[src/rtl/sd_bitstream_rx.sv]
module sd_bitstream_rx #(
  parameter int DIV_W       = 8,
  parameter int TMO_PERIODS = 4
) (
  input  logic             clk,
  input  logic             rst_n,
  input  logic [DIV_W-1:0] div_sel,
  input  logic [1:0]       if_mode,
  input  logic [1:0]       clk_src,
  input  logic             ckab_en,
  input  logic             ckab_clr,
  input  logic             ser_clk_i,
  input  logic             ser_dat_i,
  output logic             mod_clk_o,
  output logic             bit_o,
  output logic             bit_vld_o,
  output logic             ckab_flag_o
);
  localparam int RW = DIV_W + 1;
  localparam int GW = $clog2(TMO_PERIODS * (1 << DIV_W) + 1);

  logic [RW-1:0] ratio, half, thr, cnt, tm;
  logic [GW-1:0] gap, limit;
  logic [2:0]    ck_sh, dt_sh;
  logic          sel_ck, edge_any, rise, fall, dtr, take;
  logic          bit_q, vld_q, flag_q;

  assign ratio = (div_sel == '0) ? RW'(2) : RW'(div_sel) + RW'(1);
  assign half  = ratio >> 1;
  assign thr   = ratio - (ratio >> 2);
  assign limit = GW'(TMO_PERIODS) * GW'(ratio);

  assign mod_clk_o = cnt < half;
  assign sel_ck    = (clk_src == 2'b00) ? ser_clk_i : mod_clk_o;

  assign edge_any = ck_sh[1] ^ ck_sh[2];
  assign rise     = ck_sh[1] & ~ck_sh[2];
  assign fall     = ~ck_sh[1] & ck_sh[2];
  assign dtr      = dt_sh[1] ^ dt_sh[2];
  assign take     = if_mode[1] ? (dtr && tm >= thr) : (if_mode[0] ? fall : rise);

  always_ff @(posedge clk or negedge rst_n) begin
    if (!rst_n) begin
      cnt    <= '0;
      ck_sh  <= '0;
      dt_sh  <= '0;
      tm     <= '1;
      gap    <= '0;
      flag_q <= 1'b0;
      bit_q  <= 1'b0;
      vld_q  <= 1'b0;
    end else begin
      cnt   <= (cnt >= ratio - RW'(1)) ? '0 : cnt + RW'(1);
      ck_sh <= {ck_sh[1:0], sel_ck};
      dt_sh <= {dt_sh[1:0], ser_dat_i};
      vld_q <= take;
      if (take) bit_q <= dt_sh[1] ^ (if_mode[1] & if_mode[0]);
      if (if_mode[1] && take) tm <= RW'(1);
      else if (tm != '1)      tm <= tm + RW'(1);
      gap    <= (!ckab_en || edge_any) ? '0 : ((gap < limit) ? gap + GW'(1) : gap);
      flag_q <= ckab_clr ? 1'b0 : (flag_q | (ckab_en && gap >= limit));
    end
  end

  assign bit_o       = bit_q;
  assign bit_vld_o   = vld_q;
  assign ckab_flag_o = flag_q;
endmodule

[config.mk]
export PLATFORM = sky130hd
export DESIGN_NAME = sd_bitstream_rx
export DESIGN_NICKNAME = d
export VERILOG_FILES = /design/src/rtl/sd_bitstream_rx.sv
export SDC_FILE = /design/constraint.sdc
export NUM_CORES = 1
export LEC_CHECK = 0
export ABC_AREA = 1
export CAP_MARGIN = 5
export CORE_MARGIN = 2
export CORE_UTILIZATION = 50
export CTS_BUF_LIST = sky130_fd_sc_hd__clkbuf_8
export CTS_CLUSTER_DIAMETER = 50
export DETAILED_ROUTE_END_ITERATION = 8
export DONT_BUFFER_PORTS = 1
export PLACE_DENSITY = 0.64
export SLEW_MARGIN = 10
export SYNTH_ARGS = -nofsm -noshare
export SYNTH_HDL_FRONTEND = slang
export SYNTH_SLANG_ARGS = --single-unit
[constraint.sdc]
create_clock -name clk -period 3.99 [get_ports clk]
set_input_delay 0.798 -clock clk [delete_from_list [all_inputs] [get_ports clk]]
set_output_delay 0.798 -clock clk [all_outputs]
set_load 0.1 [all_outputs]
=== Word-level counts from Yosys, hierarchy flattened ===
Index checks and enable logic that the tools add are counted.

* Register bits: 38

* Add/sub/neg operators: 6
* Magnitude comparators: 5
* Equal/unequal tests: 1
* Multiplexer cells: 10
* Bitwise gates (word level): 9
* Reductions and logical operators: 9

{| class="wikitable"
|+ Operators with widths
! cell !! count
|-
| $mux W9 || 4
|-
| $mux W11 || 2
|-
| $add A9 B1 Y9 const B || 2
|-
| $ge A9 B9 Y1 || 2
|-
| $add A11 B1 Y11 const B || 1
|-
| $ge A11 B11 Y1 || 1
|-
| $lt A11 B11 Y1 || 1
|-
| $add A8 B1 Y9 const B || 1
|-
| $lt A9 B8 Y1 || 1
|-
| $ne A9 B9 Y1 const B || 1
|-
| $sub A9 B1 Y9 const B || 1
|-
| $sub A9 B7 Y9 || 1
|-
| $logic_not A8 Y1 || 1
|-
| $mux W1 || 4
|-
| $reduce_bool A2 Y1 || 2
|-
| $and A1 B1 Y1 || 3
|-
| $logic_and A1 B1 Y1 || 3
|-
| $xor A1 B1 Y1 || 3
|-
| $logic_not A2 Y1 || 1
|-
| $not A1 Y1 || 2
|-
| $logic_not A1 Y1 || 1
|-
| $logic_or A1 B1 Y1 || 1
|-
| $or A1 B1 Y1 || 1
|}

=== Logic depth before layout (Yosys ltp) ===
Gate-level depths: netlist (run 1).

* Depth in word-level cells: 8
* Mapped depth: 26
* Mapped depth without buffers: 26

=== Least setup slack after synthesis (run 1) ===
OpenSTA, ideal clock, no wires.

* Path type: input -> output
* From: input div_sel[0]
* To: output mod_clk_o
* Data arrival time: 2.917 ns
* Required time: 3.192 ns
* Path slack: 0.275 ns
* Stages: 11
* Path buffers: 0
* Cells stage by stage: ha_1 > nand2_1 > nor2_2 > nand4_1 > nor2_1 > inv_1 > ha_1 > inv_1 > o21ai_0 > nor2_1 > and3_1

* Cells in the longest elaborated chain, start to end: 3
* Elaborated cells on any way between the ends: 4
* Those cells by class: 1 x add/sub; 1 x order compare; 1 x mux; 1 x reduce/logical

{| class="wikitable"
|+ Ends and longest elaborated chain
! element !! RTL line !! RTL
|-
| start, declared || 7 || <nowiki>input logic [DIV_W-1:0] div_sel,</nowiki>
|-
| $add A8 B1 Y9 or $logic_not A8 Y1 (tied branches) || 28 || <nowiki>assign ratio = (div_sel == '0) ? RW'(2) : RW'(div_sel) + RW'(1);</nowiki>
|-
| $mux W9 * || 28 ||
|-
| $lt A9 B8 Y1 * || 33 || <nowiki>assign mod_clk_o = cnt < half;</nowiki>
|-
| end, declared || 14 || <nowiki>output logic mod_clk_o,</nowiki>
|}

Mark *: on every way between the ends. The rest lies on a longest branch, timed or not.

=== Worst setup path after layout (run 1) ===
Same ends and word-level chain as after synthesis.

==> impl_metrics.toml, run 1 <==
[synth]
syn_inst = 492
ys_types = 33
synthSimpleGateAreaFrac_pct = 32.50
yosys-mux-area-fraction_pct = 0
yosysWarnings = 0
synth_compound_area_share_pct = 8.034
avgSynthCellArea_sq_um = 7.090
syn-num-nets = 561
synthAdderAreaFrac_pct = 18.51
synth_top_family_by_area = "simple AND/OR/NAND/NOR gates"
ys_seq_elements = 38
synth_seq_area_share_pct = 27.58
synth-xor-area-share_pct = 5.057
synth_area_sq_um = 3488

[timing]
fin_setup_tns_ns = 0
hold_slack_ns = 0.1918
drv_slew = 0
final.setup_skew_ns = 0.006335
rsz0062_at_grt = "no"
period_minus_slack_ns = 3.643
worstMarginPinSlew_ns = 0.9081
max_freq_ghz = 0.2745
fin_crit_sh_pct = 91.31
setup_viol = 0
finalHoldViolCount = 0
max-slew-margin-rel_pct = 39.46

[layout]
final_cell_mix = "125 x nand2_1, 71 x inv_1, 52 x nor2_1"
drive_gt1_share_pct = 8.481
antenna_cells = 0
nets = 575
final_util_pct = 55.57
multi_input_area_sq_um = 2236
regArea_sq_um = 962.2
fillerInstances = 673
synthToLayoutAreaGrowth_pct = 7.640
final_common_cell = "nand2_1"

[clock_network]
clk_pin_slew_ns = 0.08
clk_latency_ns = 0.29
postCtsHoldBufs = 0
htree_levels = 2
clkSinkCount = 38
cts_root_buf = "clkbuf_8"
cts_tree = "yes"
cts_buffer_depth = 2
cts_buffers = 5

[critical_path]
end_kind = "output port"
critPathKind = "input port to output port"
crit_path_start_kind = "input port"
cp_max_fo = 6
critPathLaunch = "div_sel[0]"
timing.rr.start = "tm[1]"
cp.arrival_ns = 2.85
cp.required_ns = 3.19

[placed_design]
dpl.hpwl_um = 5918
port_buffers = 0
gp_congestion = 0.8666

[detailed_routing]
drt-wirelength-per-cell_um = 12.37
dr_total_vias = 3091
drc_errors = 0
ant_nets = 0
first_pass_iters = 4
drtIter0Drc = 87
viasPerCell = 5.266
wirelength_um = 7259

[die]
ioPinCount = 22
initial_core_util_pct = 51.63
die_w_um = 87.53
dieHeight_um = 87.53
fp-row-count = 30
die_area_sq_um = 7661
coreArea_sq_um = 6756

[power_and_ir_drop]
p_leak_nw = 1.933
ir_drop_uv = 311.4
powerDensity_nw_per_um2 = 465.9

[global_routing]
grt_pass1_wl_um = 12600
grt_usage_pct = 20.71
antenna_found_initial = 0
grt_pass1_vias = 2875
overflow = 0
grt_max_degree = 39

[run_status]
status = "completed"

[job]
maxCapViolCount = 0

[worst_hold_path]
hold_class = "input port to async pin"
## cell type report
| cell class | count | area share [%] |
|---|---|---|
| tap | 80 | 2.666 |
| clock inverter | 2 | 0.3332 |
| sequential | 38 | 25.62 |
| clock buffer | 6 | 2.199 |
| multi-input combinational | 377 | 59.55 |
| timing repair buffer | 9 | 2.133 |
| inverter | 75 | 7.498 |
## power by group
| group | switching (mW) | internal (mW) |
|---|---|---|
| Combinational | 0.465 | 0.310 |
| Sequential | 0.176 | 0.520 |
| Clock | 0.139 | 0.139 |
## flip-flops by register name (all words and copies together) (netlist names)
signal / count
gap: 11
cnt: 9
tm: 9
ck_sh: 3
dt_sh: 3
bit_o: 1
bit_vld_o: 1
ckab_flag_o: 1
## worst paths after layout
check	endpoint	slack (ns)	depth (start not counted)
min in group clk	ck_sh[1]	0.35	0
max in group asynchronous	tm[7]	3.63	0
worst min register to register	ck_sh[1]	0.35	0
worst max register to register	tm[4]	1.94	10
worst max-delay path	mod_clk_o	0.35	13
worst min-delay path	bit_vld_o	0.19	0
## cell families after synthesis
logic type | Yosys count
buffers and inverters | 77
xor gates and xnor gates | 18
DFF | 38
and+or+nand+nor | 255
AOI/OAI and AO/OA | 53
adders and majority gates | 51
## critical path: stages
cell     delay, ns
ha_1          0.26
nand2_1       0.14
nor2_2        0.13
nand4_1       0.11
nor2_1        0.17
inv_1         0.08
buf_4         0.15
ha_1          0.29
nand4_1       0.11
nor3_1        0.14
nand2_1       0.09
and3_1        0.19
buf_12        0.17
## per-layer routing
metal	track usage, %	vias to the layer above	share of wire [%]
met5	0	-	0
met4	4.895	0	1.2
met3	3.033	7	1.7
met2	35.06	23	48
met1	28.00	1428	49
li1	-	1633	-
## timing repair
action                                  CTS  global route
endpoints found under the setup margin    0             5
gates resized for setup                   0             1
setup buffers                             0             0
## synthesized netlist by cell type (all sizes together)
library cell | instances | share of area, %
ha | 50 | 18
nor3b | 1 | 0.22
o211ai | 1 | 0.22
nor4 | 1 | 0.18
dfstp | 9 | 6.8
nand3b | 5 | 1.1
xnor2 | 6 | 1.5
or2 | 1 | 0.18
buf | 1 | 0.14
and3 | 1 | 0.18
a211oi | 1 | 0.22
a21o | 1 | 0.22
nand3 | 28 | 4.0
xor2 | 12 | 3.6
a21oi | 24 | 3.4
nand4 | 18 | 3.2
dfrtp | 29 | 21
o21bai | 1 | 0.22
fa | 1 | 0.57
nor3 | 12 | 1.7
nand2 | 132 | 15
o31ai | 2 | 0.43
clkbuf | 1 | 0.11
nor2 | 56 | 7.0
o21ai | 23 | 3.3
inv | 75 | 8.1
## through the flow
step | cells | worst slack (ns) | instance area [sq um] | power [mW]
2_1_floorplan | 492 | 0.2751 | 3488 | 1.283
4_1_cts | 587 | 0.3291 | 3755 | 1.774
3_3_place_gp | 579 | 0.1939 | 3660 | 1.461
5_1_grt | 587 | 0.03306 | 3755 | 1.931
6_report | 587 | 0.3466 | 3755 | 1.749
3_5_place_dp | 579 | 0.03680 | 3660 | 1.488
(Power assumes the default switching activity.)
==> run 2: changes to the inputs <==
--- a/config.mk
+++ b/config.mk
@@ -5,7 +5,6 @@
 export SDC_FILE = /design/constraint.sdc
 export NUM_CORES = 1
 export LEC_CHECK = 0
-export ABC_AREA = 1
 export CAP_MARGIN = 5
 export CORE_MARGIN = 2
 export CORE_UTILIZATION = 50
==> run 2 against run 1 <==
Effect of this change:
- cell area fell by 4.4%
- synthesized area is 8.4% lower
- sequential power up 3%
- via count is 17% lower
- power grew 0.40%
- first-iteration DRC count increased by 43%
- largest cell class unchanged
- highest routed layer unchanged
- worst hold slack improved by 0.0061 ns
- critical endpoint is now tm[0]
- clock power shrank 3%
==> impl_metrics.toml, run 2 <==
[critical_path]
timing.rr.end = "gap[9]"
cp_max_fo = 12
timing.rr.start = "gap[10]"
worst_path_largest_cell_delay_ns = 0.46
cpMostUsedCell = "ha_1"
slowest_stage = "or4_4"
path_cells = "ha_1, nand3_1, xnor2_1, inv_1, ha_1, o21ai_1, a21oi_4, o311ai_2, nand3b_1, xnor2_1, ha_1, nand4_1, or4_4, a31oi_4, nand2b_1"
rrSetupSlack_ns = 1.58
reg2regPathDepth = 6
cp.required_ns = 4.22
cp.arrival_ns = 3.96
end_kind = "register"
critPathKind = "input port to register"
crit_path_start_kind = "input port"

[synth]
synth_flop_cell = "dfrtp_1"
yosys-mux-area-fraction_pct = 1.605
synth_area_leaders = "dfrtp_1 23%, ha_1 20%, dfstp_2 7.4%, xor2_1 5.5%, xnor2_1 4.1%"
ys_async_sr_fraction_pct = 100.0
synthSimpleGateAreaFrac_pct = 19.73
avgSynthCellArea_sq_um = 9.002
yosysTopAreaCell = "dfrtp_1"
synthAdderAreaFrac_pct = 20.20
synth_most_common_cell = "ha_1"
synth-xor-area-share_pct = 9.593
synthTopCellsByCount = "50 x ha_1, 29 x dfrtp_1, 25 x a21oi_1, 24 x inv_1, 24 x nor2_1"
ys_types = 52
ys_seq_elements = 38
synth_seq_area_share_pct = 30.11
synth_area_sq_um = 3196
synth_top_family_by_area = "adder cells"
synth_compound_area_share_pct = 14.96
syn_inst = 355
yosysWarnings = 0
syn-num-nets = 424
synth_edf_count = 0
synth_top_area_share_pct = 22.71

[clock_network]
htree_levels = 2
clk_latency_ns = 0.28
cts_buffers = 5
cts_buffer_depth = 2
clkSinkCount = 38
cts_root_buf = "clkbuf_8"
clk_pin_slew_ns = 0.07
cts-resized-gates = 0
post-cts-setup-buffers = 0
cts_tree = "yes"
postCtsHoldBufs = 0

[worst_hold_path]
hold_class = "input port to async pin"

[power_and_ir_drop]
total_power_mw = 1.756
ir_drop_uv = 363.0
p_leak_nw = 1.597
powerDensity_nw_per_um2 = 489.5

[global_routing]
grt_pass1_vias = 2477
met1_usage_pct = 28.50
grt_max_degree = 39
grt_busiest_layer = "met2"
grt_pass1_wl_um = 11650
grt.met3_usage_pct = 3.165
grt_util_met2_pct = 32.51
grt_usage_pct = 20.16
antenna_found_initial = 0
overflow = 0

[placed_design]
post_dp_cell_area_sq_um = 3497
dpl.hpwl_um = 5307
port_buffers = 0
gp_congestion = 0.8532
pre_cts_ws_ns = -0.06190

[layout]
final_common_cell = "ha_1"
largestRegisters = "gap x11, cnt x9, tm x9"
antenna_cells = 0
largest_reg_flops = 11
regMostFlops = "gap"
synthToLayoutAreaGrowth_pct = 12.29
nets = 441
stdcell_area_sq_um = 3588
final_cell_mix = "49 x ha_1, 29 x dfrtp_1, 24 x inv_1, 24 x nor2_1, 24 x a21oi_1"
drive_gt1_share_pct = 14.48

[die]
coreArea_sq_um = 6277
fp-row-count = 29
die_w_um = 83.95
die_area_sq_um = 7047
ioPinCount = 22
initial_core_util_pct = 50.91
dieHeight_um = 83.95

[timing]
hold_slack_ns = 0.1980
max_freq_ghz = 0.2682
finalHoldViolCount = 0
period_minus_slack_ns = 3.729
worstMarginPinSlew_ns = 0.9373
max-slew-margin-rel_pct = 37.51
final.setup_skew_ns = 0.007550
fin_crit_sh_pct = 93.46
rsz0062_at_grt = "no"
drv_slew = 0
setup_viol = 0
final.setup.worst_slack_ns = 0.2611

[detailed_routing]
ant_nets = 0
wirelength_um = 6693
drt-wirelength-per-cell_um = 14.87
dr_total_vias = 2567
viasPerCell = 5.704
drtIter0Drc = 124
drc_errors = 0
first_pass_iters = 4

[job]
maxCapViolCount = 0

[run_status]
status = "completed"
run 2: cell types whose count changed in the layout (fill, tap and decap cells not counted), moves of 9 or more:
cell and change:
nand2b_1 +9, nor2_1 -28, nand2_1 -102, inv_1 -47, xnor2_1 +9, nand4_1 -12
run 2: metrics by stage:
| stage | cells | util [%] | TNS (ns) |
|---|---|---|---|
| after detailed placement | 442 | 55.71 | -0.2782 |
| after global placement | 442 | 55.71 | 0 |
| after CTS | 450 | 57.17 | 0 |
| final | 450 | 57.17 | 0 |
| after floorplan | 355 | - | -0.0001772 |
| after global routing | 450 | 57.17 | 0 |
run 2: layout make-up:
class	count	area, sq um
Fill cell	571	2689
Multi-Input combinational cell	287	2213
Sequential cell	38	962.2
Timing Repair Buffer	16	132.6
Tap cell	77	96.34
Inverter	24	92.59
Clock buffer	6	82.58
Clock inverter	2	8.758
run 2: cells by family after synthesis:
logic type	count (synthesis)
AO/OA/AOI/OAI	74
XOR/XNOR	35
adder cells (fa/ha/maj)	51
buffers and inverters	30
flip-flops	38
multiplexers	5
AND/OR/NAND/NOR	122
run 2: critical path: cells and delay by family:
kind | cells | cell delay, ns
XOR/XNOR | 2 | 0.42
adder cells (fa/ha/maj) | 3 | 0.81
AO/OA/AOI/OAI | 4 | 0.83
buffers and inverters | 1 | 0.08
AND/OR/NAND/NOR | 5 | 1.01
run 2: where the power goes:
part	internal, mW	switching, mW
logic	0.354	0.419
clock network	0.137	0.132
registers	0.521	0.194
total	1.01	0.744
run 2: layer usage:
layer,part of all wire [%],vias to the layer above
li1,-,1310
met1,49,1233
met2,48,20
met3,2.1,4
met4,0.66,0
met5,0,-
run 2: worst max path at each step:
stage	from	to	slack, ns	cells past startpoint
floorplan	div_sel[2]	bit_vld_o	-0.0002	16
global placement	div_sel[0]	bit_vld_o	0.02	17
detailed placement	div_sel[0]	bit_vld_o	-0.06	17
CTS	div_sel[0]	tm[0]	0.24	17
global route	div_sel[0]	tm[0]	0.02	15
finish	div_sel[0]	tm[0]	0.26	15
